[config.mk]
export PLATFORM = sky130hd
export DESIGN_NAME = cr_search_seq
export DESIGN_NICKNAME = d
export VERILOG_FILES = /design/src/rtl/cr_search_pkg.sv /design/src/rtl/cr_rate_pick.sv /design/src/rtl/cr_change_det.sv /design/src/rtl/cr_search_seq.sv
export SDC_FILE = /design/constraint.sdc
export NUM_CORES = 1
export LEC_CHECK = 0
export BUFFER_PORTS_ARGS = -buffer_cell sky130_fd_sc_hd__buf_2
export CAP_MARGIN = 20
export CORE_ASPECT_RATIO = 1.1
export CORE_MARGIN = 5
export CORE_UTILIZATION = 39
export DETAILED_ROUTE_END_ITERATION = 10
export PLACE_DENSITY_LB_ADDON = 0.05
export SYNTH_ARGS = -nofsm -noshare
export SYNTH_HDL_FRONTEND = slang
export SYNTH_SLANG_ARGS = --single-unit
export TNS_END_PERCENT = 10
[constraint.sdc]
create_clock -name clk_i -period 5.37 [get_ports clk_i]
set_clock_uncertainty 0.1 [all_clocks]
set_input_delay 0.537 -clock clk_i [delete_from_list [all_inputs] [get_ports clk_i]]
set_output_delay 0.537 -clock clk_i [all_outputs]
set_load 0.02 [all_outputs]
[src/rtl/cr_search_pkg.sv]
package cr_search_pkg;

    typedef enum logic [1:0] {
        SQ_START  = 2'd0,
        SQ_TRIAL  = 2'd1,
        SQ_LOCKED = 2'd2,
        SQ_FAULT  = 2'd3
    } sq_state_e;

endpackage

[src/rtl/cr_rate_pick.sv]
// Finds the first set bit of mask_i at or above from_i, wrapping to 0.
module cr_rate_pick #(
    parameter int NUM_RATES = 6,
    parameter int IDX_W     = 3
) (
    input  logic [NUM_RATES-1:0] mask_i,
    input  logic [IDX_W-1:0]     from_i,
    output logic                 found_o,
    output logic [IDX_W-1:0]     idx_o
);

    always_comb begin : pick_p
        int base;
        int j;
        base = (int'(from_i) >= NUM_RATES) ? 0 : int'(from_i);
        found_o = |mask_i;
        idx_o = '0;
        // scan from the largest offset down so the smallest offset wins
        for (int off = NUM_RATES - 1; off >= 0; off--) begin
            j = (base + off) % NUM_RATES;
            if (mask_i[j[IDX_W-1:0]]) begin
                idx_o = j[IDX_W-1:0];
            end
        end
    end

endmodule

[src/rtl/cr_change_det.sv]
// Flags a change of the enable vector or of the broadcast-mode state.
module cr_change_det #(
    parameter int NUM_RATES = 6
) (
    input  logic                 clk_i,
    input  logic                 rst_ni,
    input  logic [NUM_RATES-1:0] mask_i,
    input  logic                 alt_i,
    output logic                 changed_o
);

    logic [NUM_RATES-1:0] mask_d, mask_q;
    logic                 alt_d, alt_q;

    always_comb begin
        mask_d    = mask_i;
        alt_d     = alt_i;
        changed_o = (mask_i != mask_q) || (alt_i != alt_q);
    end

    always_ff @(posedge clk_i or negedge rst_ni) begin
        if (!rst_ni) begin
            mask_q <= '0;
            alt_q  <= 1'b0;
        end else begin
            mask_q <= mask_d;
            alt_q  <= alt_d;
        end
    end

endmodule

[src/rtl/cr_search_seq.sv]
module cr_search_seq
    import cr_search_pkg::*;
#(
    parameter int                   NUM_RATES = 6,
    parameter int                   IDX_W     = 3,
    parameter int                   DWELL_W   = 16,
    parameter logic [NUM_RATES-1:0] ALT_MASK  = NUM_RATES'(6'b010011)
) (
    input  logic                 clk_i,
    input  logic                 rst_ni,
    input  logic [NUM_RATES-1:0] rate_mask_i,
    input  logic [IDX_W-1:0]     start_idx_i,
    input  logic [1:0]           alt_mode_i,
    input  logic [DWELL_W-1:0]   dwell_i,
    input  logic                 restart_i,
    input  logic                 lock_i,
    output logic                 trial_req_o,
    output logic [IDX_W-1:0]     trial_rate_o,
    output logic                 stat_locked_o,
    output logic [IDX_W-1:0]     stat_rate_o,
    output logic                 stat_err_o
);

    localparam logic [IDX_W-1:0] IDX_ONE = IDX_W'(1);
    localparam logic [DWELL_W:0] CNT_ONE = (DWELL_W + 1)'(1);

    typedef struct packed {
        sq_state_e          st;
        logic [IDX_W-1:0]   rate;
        logic [DWELL_W-1:0] cnt;
        logic               locked;
        logic [IDX_W-1:0]   lrate;
        logic               err;
    } seq_s;

    localparam seq_s SEQ_RST = '{
        st: SQ_START, rate: '0, cnt: '0, locked: 1'b0, lrate: '0, err: 1'b0
    };

    seq_s cur_q, nxt_d;

    logic                 alt_act;
    logic [NUM_RATES-1:0] eff_mask;
    logic                 chg;
    logic                 first_found, adv_found;
    logic [IDX_W-1:0]     first_idx, adv_idx, adv_from;
    logic                 dwell_done;

    assign alt_act  = |alt_mode_i;
    assign eff_mask = alt_act ? ALT_MASK : rate_mask_i;
    assign adv_from = cur_q.rate + IDX_ONE;

    cr_change_det #(.NUM_RATES(NUM_RATES)) u_chg (
        .clk_i     (clk_i),
        .rst_ni    (rst_ni),
        .mask_i    (rate_mask_i),
        .alt_i     (alt_act),
        .changed_o (chg)
    );

    cr_rate_pick #(.NUM_RATES(NUM_RATES), .IDX_W(IDX_W)) u_pick_first (
        .mask_i  (eff_mask),
        .from_i  (start_idx_i),
        .found_o (first_found),
        .idx_o   (first_idx)
    );

    cr_rate_pick #(.NUM_RATES(NUM_RATES), .IDX_W(IDX_W)) u_pick_next (
        .mask_i  (eff_mask),
        .from_i  (adv_from),
        .found_o (adv_found),
        .idx_o   (adv_idx)
    );

    always_comb begin
        dwell_done = ({1'b0, cur_q.cnt} + CNT_ONE) >= {1'b0, dwell_i};
        nxt_d = cur_q;
        case (cur_q.st)
            SQ_START: begin
                if (!first_found) begin
                    nxt_d.st  = SQ_FAULT;
                    nxt_d.err = 1'b1;
                end else begin
                    nxt_d.st   = SQ_TRIAL;
                    nxt_d.rate = first_idx;
                    nxt_d.cnt  = '0;
                end
            end
            SQ_TRIAL: begin
                if (lock_i) begin
                    nxt_d.st     = SQ_LOCKED;
                    nxt_d.locked = 1'b1;
                    nxt_d.lrate  = cur_q.rate;
                end else if (dwell_done) begin
                    nxt_d.cnt = '0;
                    if (adv_found) begin
                        nxt_d.rate = adv_idx;
                    end else begin
                        nxt_d.st  = SQ_FAULT;
                        nxt_d.err = 1'b1;
                    end
                end else begin
                    nxt_d.cnt = cur_q.cnt + 1'b1;
                end
            end
            default: begin
                nxt_d = cur_q;
            end
        endcase
        if (restart_i || (cur_q.st != SQ_START && chg)) begin
            nxt_d.st     = SQ_START;
            nxt_d.cnt    = '0;
            nxt_d.locked = 1'b0;
            nxt_d.lrate  = '0;
            nxt_d.err    = 1'b0;
        end
    end

    always_ff @(posedge clk_i or negedge rst_ni) begin
        if (!rst_ni) begin
            cur_q <= SEQ_RST;
        end else begin
            cur_q <= nxt_d;
        end
    end

    assign trial_req_o   = (cur_q.st == SQ_TRIAL);
    assign trial_rate_o  = cur_q.rate;
    assign stat_locked_o = cur_q.locked;
    assign stat_rate_o   = cur_q.lrate;
    assign stat_err_o    = cur_q.err;

endmodule

==> results of run 1 <==
-- cell families after synthesis --
logic type / synth area share, %
simple gates: 24.8
xor+xnor: 6.61
mux: 6.42
fa+ha+maj: 10.1
buf+inv: 7.31
compound gates: 24.5
flops: 20.3
-- Yosys cell counts, drive strengths merged, types with 9 or more instances --
master,count
a21oi,33
a31oi,9
and3,9
buf,13
clkbuf,19
dfrtp,33
ha,33
inv,36
mux2i,19
nand2,59
nand3,31
nor2,42
nor2b,10
nor3,20
o211ai,9
o21ai,43
xnor2,13
xor2,16
-- area by class of cell --
type                       instances  area, sq um  share of cell area (%)
timing repair buffer              43          225                    5.05
multi-input combinational        443         2950                    66.2
clock buffer                       6          129                    2.89
clock inverter                     2         10.0                   0.225
tap                              143          179                    4.02
inverter                          37          139                    3.12
sequential                        33          826                    18.5
-- cell usage in the layout (no fill, tap or decap), drive strengths merged, types with 6 or more instances in the layout --
cell type	Yosys	routed
and3	9	9
dfrtp	33	33
nor2b	10	10
a31oi	9	9
ha	33	33
mux2i	19	19
o21ai	43	43
nand2	59	59
mux2	6	6
xnor2	13	13
a21o	7	7
nor3	20	20
buf	13	43
o211ai	9	9
a21oi	33	33
clkbuf	19	6
nand3	31	31
nand2b	7	7
inv	36	36
xor2	16	16
nor2	42	42
nand4	7	7
-- metal layers --
metal / vias up / share of wire, % / global-route usage (%)
met3: 18 / 3.2 / 2.14
met5: - / 0 / 0
li1: 1996 / - / -
met2: 98 / 50 / 32.6
met4: 0 / 1.7 / 4.97
met1: 1876 / 45 / 22.0
-- how the worst max path moves through the flow --
stage | slack [ns] | startpoint | to
6_report | 0.65 | trial_rate_o[0] | trial_rate_o[1]
5_1_grt | 0.27 | trial_rate_o[0] | trial_rate_o[0]
4_1_cts | 0.76 | trial_rate_o[0] | trial_rate_o[1]
3_5_place_dp | 0.80 | trial_rate_o[0] | trial_rate_o[1]
3_3_place_gp | 0.84 | trial_rate_o[0] | trial_rate_o[1]
2_1_floorplan | 1.19 | trial_rate_o[0] | trial_rate_o[1]
-- power groups by stage --
stage          clock (mW)  sequential, mW  combinational, mW
2_1_floorplan           0           0.293               1.16
4_1_cts             0.282           0.289               1.46
5_1_grt             0.295           0.293               1.61
6_report            0.277           0.289               1.49
3_5_place_dp            0           0.294               1.45
3_3_place_gp            0           0.293               1.46
-- worst max-delay path: stages (launching register included) --
cell	delay [ns]
dfrtp_1	0.35
clkinv_1	0.24
ha_1	0.61
nor2_1	0.20
o21ai_4	0.25
inv_2	0.13
ha_1	0.33
nor3_1	0.34
nand2_1	0.09
and2_1	0.15
ha_1	0.26
nor2b_1	0.23
o21ai_0	0.12
a21boi_0	0.28
a32oi_2	0.12
nor3_2	0.22
a21o_1	0.15
a21oi_1	0.07
o31ai_1	0.25
a221o_1	0.18
-- per-stage QoR --
step	worst slack [ns]	total power [mW]	hold slack (ns)	instances	util, %
2_1_floorplan	1.19	1.45	0.141	545	-
4_1_cts	0.764	2.03	0.283	707	43.3
3_5_place_dp	0.797	1.74	0.393	699	41.9
3_3_place_gp	0.843	1.75	0.378	699	41.9
6_report	0.649	2.05	0.235	707	43.3
5_1_grt	0.273	2.20	0.316	707	43.3
-- flip-flops by register name, summed over array words and instances, names as in the netlist --
| register | count |
|---|---|
| stat_locked_o | 1 |
| u_chg.mask_q | 6 |
| stat_rate_o | 3 |
| stat_err_o | 1 |
| trial_rate_o | 3 |
| u_chg.alt_q | 1 |
| cur_q | 18 |
==> results.sh, run 1 <==
export IMPL_worstReg2RegEnd="trial_rate_o[1]"
export IMPL_layout_drive_gt1_share_pct=13.3
export IMPL_drt_initial_drc_count=231
export IMPL_max_cap_violations=0
export IMPL_startpoint_type="flip-flop"
export IMPL_p_clk_share_pct=13.5
export IMPL_timing_setup_tns_ns=0
export IMPL_grt_pass1_vias=3682
export IMPL_tritoncts="built"
export IMPL_vdd_drop_max_mv=0.427
export IMPL_yosys_warnings=0
export IMPL_post_cts_buffers=0
export IMPL_cts_root_buf="clkbuf_16"
export IMPL_p_leak_nw=2.10
export IMPL_antenna_found_initial=0
export IMPL_worst_slew_pin_slew_ns=0.869
export IMPL_io_buffer_count=39
export IMPL_intPower_mw=1.00
export IMPL_ctsHtreeMaxLevel=2
export IMPL_cp_data_arrival_time_ns=4.84
export IMPL_syn_cell_area_sq_mm=0.00407
export IMPL_final_nets=627
export IMPL_synthFlopType="dfrtp_1"
export IMPL_drc=0
export IMPL_fin_crit_ns=4.72
export IMPL_clock_fmax_mhz=212
export IMPL_cts_sinks=33
export IMPL_cts_max_path_buffers=2
export IMPL_synth_cells=545
export IMPL_crit_type="flip-flop to flip-flop"
export IMPL_initial_core_util_pct=39.5
export IMPL_hold_violations=0
export IMPL_yosysUniqueCellTypes=69
export IMPL_antenna_left=0
export IMPL_p_switching_mw=1.05
export IMPL_gp_congestion=0.875
export IMPL_synth_edff_count=0
export IMPL_ys_async_sr_fraction_pct=100
export IMPL_final_max_slew_viol_count=0
export IMPL_required_ns=5.49
export IMPL_r2r_start="trial_rate_o[0]"
export IMPL_place_area_sq_mm=0.00432
export IMPL_slew_headroom_pct=41.8
export IMPL_wl_per_cell_um=15.6
export IMPL_outcome="complete, no violations"
export IMPL_grt_start_max_net_pins=34
export IMPL_power_density_mw_per_mm2=460
export IMPL_power_frac_comb_pct=72.4
export IMPL_overflow=0
export IMPL_area_delta_synth_final_pct=9.43
export IMPL_grt_use_total_pct=17.8
export IMPL_die_w_um=107
export IMPL_postSynthAreaPerCell_sq_um=7.47
export IMPL_synth_top_cells_by_area="dfrtp_1, ha_1, nand2_1"
export IMPL_fin_crit_sh_pct=87.9
export IMPL_hpwl_um=8510
export IMPL_worstPathMaxFanout=11
export IMPL_firstDrtPassIters=4
export IMPL_finalSetupViolCount=0
export IMPL_reg2reg_depth=19
export IMPL_filler_cell_count=1083
export IMPL_ff2ff_setup_slack_ns=0.65
export IMPL_synth_ff_latch_count=33
export IMPL_p_seq_share_pct=14.1
export IMPL_routed_wl_um=11100
export IMPL_synth_nets=609
export IMPL_vias_per_cell=5.64
export IMPL_synth_seq_area_share_pct=20.3
export IMPL_num_rows=39
export IMPL_grt_pass1_wl_um=18200
export IMPL_floorplan_core_area_sq_mm=0.0103
export IMPL_final_area_sq_mm=0.00446
export IMPL_netlist_area_leader_share_pct=20.3
export IMPL_worstSetupEndpointType="flip-flop"
export IMPL_io_pins=40
export IMPL_path_clk_slew_ns=0.06
export IMPL_die_h_um=117
export IMPL_ctsHoldBuffers=0
export IMPL_hold_path_class="input pin to asynchronous set/reset pin"
export IMPL_swShare_pct=51.0
export IMPL_rsz0062_at_grt="no"
export IMPL_diodes=0
export IMPL_synth_top_area_cell="dfrtp_1"
export IMPL_vias=3988
export IMPL_dieArea_sq_mm=0.0126
export IMPL_clock_latency_ns=0.28
export IMPL_cts_made_buffers=5
export IMPL_cts_resized=0
Note: power is estimated with default switching activity, not from simulation.
==> run 2, diff against run 1 <==
- PLACE_DENSITY_LB_ADDON: 0.05 -> 0.08
==> run 2 against run 1 <==
Compared with the run above:
- sequential power barely moved
- first-iteration DRC count up 21%
- clock-buffer cell count is the same
- clock power is 23% higher
- global-route usage rose by 0.43 points
- combinational power hardly changed
- cell count unchanged
- largest cell class unchanged
- sequential cell count unchanged
- hold slack worse by 0.0069 ns
==> results.sh, run 2 (synthesized netlist as in run 1, its figures left out) <==
export IMPL_firstDrtPassIters=5
export IMPL_dieArea_sq_mm=0.0126
export IMPL_antenna_left=0
export IMPL_setup_slack_ns=0.564
export IMPL_p_total_mw=2.12
export IMPL_power_density_mw_per_mm2=470
export IMPL_hold_path_class="input pin to asynchronous set/reset pin"
export IMPL_worst_slew_pin_slew_ns=0.958
export IMPL_num_rows=39
export IMPL_gp_congestion=0.910
export IMPL_cp_data_arrival_time_ns=4.87
export IMPL_top_register="cur_q"
export IMPL_final_cell_mix="nand2_1, nor2_1, o21ai_0"
export IMPL_floorplan_core_area_sq_mm=0.0103
export IMPL_clock_fmax_mhz=208
export IMPL_vdd_drop_max_mv=0.204
export IMPL_rsz0062_at_grt="no"
export IMPL_area_delta_synth_final_pct=10.4
export IMPL_drc=0
export IMPL_die_h_um=117
export IMPL_slew_headroom_pct=36.0
export IMPL_die_w_um=107
export IMPL_cp_slowest_cell="ha_2"
export IMPL_clock_latency_ns=0.28
export IMPL_post_cts_buffers=0
export IMPL_initial_core_util_pct=39.5
export IMPL_drt_initial_drc_count=279
export IMPL_grt_start_max_net_pins=34
export IMPL_grt_use_total_pct=18.2
export IMPL_reg_largest_list="cur_q: 18 flops, u_chg.mask_q: 6 flops"
export IMPL_grt_pass1_vias=3719
export IMPL_dp_cells=699
export IMPL_path_clk_slew_ns=0.06
export IMPL_ctsHtreeMaxLevel=2
export IMPL_final_nets=627
export IMPL_overflow=0
export IMPL_grt_pass1_wl_um=18800
export IMPL_cts_sinks=33
export IMPL_seq_area_sq_um=826
export IMPL_filler_cell_count=1055
export IMPL_max_cap_violations=0
export IMPL_final_max_slew_viol_count=0
export IMPL_antenna_found_initial=0
export IMPL_worstPathMaxFanout=17
export IMPL_worstSetupEndpointType="flip-flop"
export IMPL_outcome="complete, no violations"
export IMPL_required_ns=5.44
export IMPL_crit_top_cell="ha_1"
export IMPL_vias=3971
export IMPL_final_common_cell="nand2_1"
export IMPL_largest_register_ffs=18
export IMPL_cts_made_buffers=5
export IMPL_cts_max_path_buffers=2
export IMPL_io_pins=40
export IMPL_startpoint_type="flip-flop"
export IMPL_ff2ff_setup_slack_ns=0.56
export IMPL_cts_resized=0
export IMPL_hpwl_um=8480
export IMPL_hold_violations=0
export IMPL_fin_crit_sh_pct=89.5
export IMPL_final_cells=707
export IMPL_layout_drive_gt1_share_pct=13.7
export IMPL_diodes=0
export IMPL_timing_setup_tns_ns=0
export IMPL_finalSetupViolCount=0
export IMPL_crit_type="flip-flop to flip-flop"
export IMPL_routed_wl_um=11100
export IMPL_crit_chain="buf_4 -> clkinv_1 -> ha_2 -> nor2_1 -> o21ai_4 -> inv_2 -> ha_1 -> o21ai_0 -> and2_1 -> ha_1 -> nor2b_1 -> nand4_1 -> a32oi_2 -> nor3_2 -> a21o_1 -> a21oi_1 -> o31ai_1 -> a221o_1"
export IMPL_multi_input_area_sq_mm=0.00295
export IMPL_vias_per_cell=5.62
export IMPL_cts_root_buf="clkbuf_16"
export IMPL_tritoncts="built"
export IMPL_p_leak_nw=2.11
export IMPL_fin_crit_ns=4.81
export IMPL_slowest_delay_ns=0.45
export IMPL_io_buffer_count=39
export IMPL_pre_cts_slack_ns=0.581
export IMPL_wl_per_cell_um=15.7
export IMPL_ctsHoldBuffers=0
[run 2: cell types whose count changed in the layout (fill, tap and decap cells not counted), sizes merged]
| cell | previous run | this run |
|---|---|---|
| clkinv | 3 | 1 |
| bufinv | 0 | 1 |
| clkinvlp | 0 | 1 |
[run 2: final timing paths]
path	depth (start not counted)	startpoint	end
min in group clk_i	1	rate_mask_i[4]	u_chg.mask_q[4]
hold reg to reg	2	stat_locked_o	stat_locked_o
setup reg to reg	18	trial_rate_o[0]	trial_rate_o[1]
max in group asynchronous	1	rst_ni	cur_q[15]
hold / removal	1	rst_ni	stat_rate_o[1]
setup / recovery	18	trial_rate_o[0]	trial_rate_o[1]
[run 2: power breakdown]
group / internal [mW] / switching [mW]
registers: 0.266 / 0.0212
logic: 0.570 / 0.916
clock network: 0.231 / 0.110
[run 2: cell type report]
cell class	count	share of cell area [%]
well taps	143	3.98
multi-input cells	443	65.6
clock inverters	2	0.835
repair buffers	43	5.01
inverters	37	3.09
clock buffers	6	3.09
flip-flops and latches	33	18.4
[run 2: per-stage QoR]
stage          hold WS, ns  area (sq um)  util [%]
4_1_cts              0.266          4490      43.6
6_report             0.228          4500      43.7
2_1_floorplan        0.141          4070         -
3_3_place_gp         0.377          4320      41.9
5_1_grt              0.307          4500      43.7
3_5_place_dp         0.390          4320      41.9
[run 2: routing by layer]
layer | vias up | global-route usage, % | routed length [um] | share of wire, %
met5 | - | 0 | 0 | 0
met4 | 0 | 4.80 | 119 | 1.1
met3 | 16 | 2.36 | 449 | 4.0
met2 | 97 | 29.6 | 5210 | 47
met1 | 1854 | 25.6 | 5320 | 48
li1 | 2004 | - | - | -
[run 2: worst max-delay path: cells and delay by family (launching register included)]
kind	cells	cell delay, ns
fa+ha+maj	3	1.09
flops	1	0.32
compound gates	7	1.44
buf+inv	3	0.64
simple gates	5	1.09
==> run 3, diff against run 2 <==
- CTS_CLUSTER_SIZE: unset -> 24
- RECOVER_POWER: unset -> 25
==> run 3 against run 2 <==
Compared with the run above:
- the flow now finishes with violations (capacitance limit, slew limit)
- via count shrank 0.40%
- critical path depth grew 1
- die area is the same
- core utilization shrank 0.085 points
- sequential cell count is the same
- combinational power is essentially flat
- highest routed layer unchanged
- power is essentially flat
- sequential share of layout area is essentially flat
- clock power is essentially flat
- maximum frequency shrank 0.14%
- routed wire length grew 0.41%
- cell area shrank 0.19%
==> results.sh, run 3 (synthesized netlist as in run 1, its figures left out) <==
export IMPL_outcome="finished with violations"
export IMPL_violations="capacitance limit, slew limit"
export IMPL_io_pins=40
export IMPL_vias=3955
export IMPL_largest_register_ffs=18
export IMPL_vias_per_cell=5.59
export IMPL_die_h_um=117
export IMPL_tritoncts="built"
export IMPL_seq_area_sq_um=826
export IMPL_endpoint="trial_rate_o[1]"
export IMPL_hpwl_um=8480
export IMPL_multi_input_area_sq_mm=0.00295
export IMPL_cts_root_buf="clkbuf_16"
export IMPL_crit_chain="buf_4 -> clkinv_1 -> ha_2 -> nor2_1 -> o21ai_4 -> inv_2 -> ha_1 -> nor3_1 -> nand2_1 -> and2_1 -> ha_1 -> nor2b_1 -> nand4_1 -> a32oi_2 -> nor3_2 -> a21o_1 -> a21oi_1 -> o31ai_1 -> a221o_1"
export IMPL_final_cell_mix="nand2_1, nor2_1, o21ai_0"
export IMPL_pre_cts_slack_ns=0.581
export IMPL_grt_pass1_vias=3719
export IMPL_gp_congestion=0.910
export IMPL_crit_start="trial_rate_o[0]"
export IMPL_die_w_um=107
export IMPL_grt_use_total_pct=18.2
export IMPL_num_rows=39
export IMPL_final_nets=627
export IMPL_worstSetupEndpointType="flip-flop"
export IMPL_ff2ff_setup_slack_ns=0.56
export IMPL_r2r_start="trial_rate_o[0]"
export IMPL_hold_path_class="input pin to flip-flop"
export IMPL_cp_slowest_cell="ha_2"
export IMPL_floorplan_core_area_sq_mm=0.0103
export IMPL_setup_slack_ns=0.557
export IMPL_rsz0062_at_grt="no"
export IMPL_initial_core_util_pct=39.5
export IMPL_grt_pass1_wl_um=18800
export IMPL_filler_cell_count=1055
export IMPL_crit_top_cell="ha_1"
export IMPL_clock_latency_ns=0.28
export IMPL_required_ns=5.44
export IMPL_drc=0
export IMPL_antenna_left=0
export IMPL_dieArea_sq_mm=0.0126
export IMPL_routed_wl_um=11100
export IMPL_io_buffer_count=39
export IMPL_final_max_slew_viol_count=34
export IMPL_worstPathMaxFanout=17
export IMPL_area_delta_synth_final_pct=10.2
export IMPL_reg2reg_depth=19
export IMPL_cp_data_arrival_time_ns=4.88
export IMPL_drt_initial_drc_count=305
export IMPL_antenna_found_initial=0
export IMPL_fin_crit_sh_pct=89.6
export IMPL_clock_fmax_mhz=208
export IMPL_path_clk_slew_ns=0.05
export IMPL_ctsHoldBuffers=0
export IMPL_reg_largest_list="cur_q: 18 flops, u_chg.mask_q: 6 flops"
export IMPL_max_cap_violations=1
export IMPL_startpoint_type="flip-flop"
export IMPL_worst_slew_pin_slew_ns=1.85
export IMPL_layout_drive_gt1_share_pct=12.4
export IMPL_cts_max_path_buffers=2
export IMPL_cts_made_buffers=5
export IMPL_firstDrtPassIters=5
export IMPL_slowest_delay_ns=0.53
export IMPL_cts_sinks=33
export IMPL_worstReg2RegEnd="trial_rate_o[1]"
export IMPL_top_register="cur_q"
export IMPL_power_density_mw_per_mm2=471
export IMPL_crit_type="flip-flop to flip-flop"
export IMPL_ctsHtreeMaxLevel=2
export IMPL_post_cts_buffers=0
export IMPL_final_core_util_pct=43.6
export IMPL_overflow=0
export IMPL_grt_start_max_net_pins=34
export IMPL_p_leak_nw=2.09
export IMPL_wl_per_cell_um=15.8
export IMPL_vdd_drop_max_mv=0.204
export IMPL_fin_crit_ns=4.81
export IMPL_hold_violations=0
export IMPL_final_common_cell="nand2_1"
export IMPL_slew_headroom_pct=-23.1
export IMPL_finalSetupViolCount=0
export IMPL_diodes=0
export IMPL_timing_setup_tns_ns=0
-- run 3: cell types whose count changed in the layout (fill, tap and decap cells not counted), sizes merged --
cell and change:
buf -7, clkbuf +7
-- run 3: how the worst min path moves through the flow --
stage	to	cells after the start	startpoint	slack, ns
4_1_cts	stat_rate_o[1]	1	rst_ni	0.27
5_1_grt	u_chg.mask_q[4]	1	rate_mask_i[4]	0.39
2_1_floorplan	cur_q[10]	0	rst_ni	0.14
6_report	u_chg.mask_q[4]	1	rate_mask_i[4]	0.38
3_3_place_gp	stat_locked_o	2	stat_locked_o	0.38
3_5_place_dp	stat_locked_o	2	stat_locked_o	0.39
-- run 3: final cells by class --
type                       instances  share of cell area [%]
multi-input combinational        443                    65.8
sequential                        33                    18.4
inverter                          37                    3.10
clock buffer                       6                    3.10
timing repair buffer              43                    4.82
tap                              143                    3.99
clock inverter                     2                   0.837
-- run 3: through the flow --
step	total power, mW	instance area, sq um	instances	hold slack, ns
floorplan	1.45	4070	545	0.141
CTS	2.09	4490	707	0.266
detailed placement	1.74	4320	699	0.390
global placement	1.75	4320	699	0.377
finish	2.12	4490	707	0.384
global route	2.29	4490	707	0.387
-- run 3: worst max-delay path: cells and delay by family (launching register included) --
family,cells,cell delay (ns)
adder cells (fa/ha/maj),3,1.13
flip-flops,1,0.32
AND/OR/NAND/NOR,7,1.21
AO/OA/AOI/OAI,6,1.34
buffers and inverters,3,0.60
-- run 3: repair_timing --
action | 4_1_cts | 5_1_grt
gates resized for setup | 0 | 1
endpoints found under the hold margin | 0 | 0
setup endpoints to repair | 0 | 1
-- run 3: routing by layer --
| layer | share of wire (%) | up-vias | wire [um] | GRT usage [%] |
|---|---|---|---|---|
| met5 | 0 | - | 0 | 0 |
| met4 | 1.4 | 0 | 152 | 4.80 |
| met3 | 4.0 | 18 | 448 | 2.36 |
| met2 | 47 | 100 | 5210 | 29.6 |
| met1 | 48 | 1838 | 5340 | 25.6 |
| li1 | - | 1999 | - | - |
-- run 3: report_power, final --
part / internal, mW / total, mW / switching, mW
Sequential: 0.266 / 0.288 / 0.0215
Clock: 0.231 / 0.342 / 0.110
Combinational: 0.570 / 1.49 / 0.916
Total: 1.07 / 2.12 / 1.05
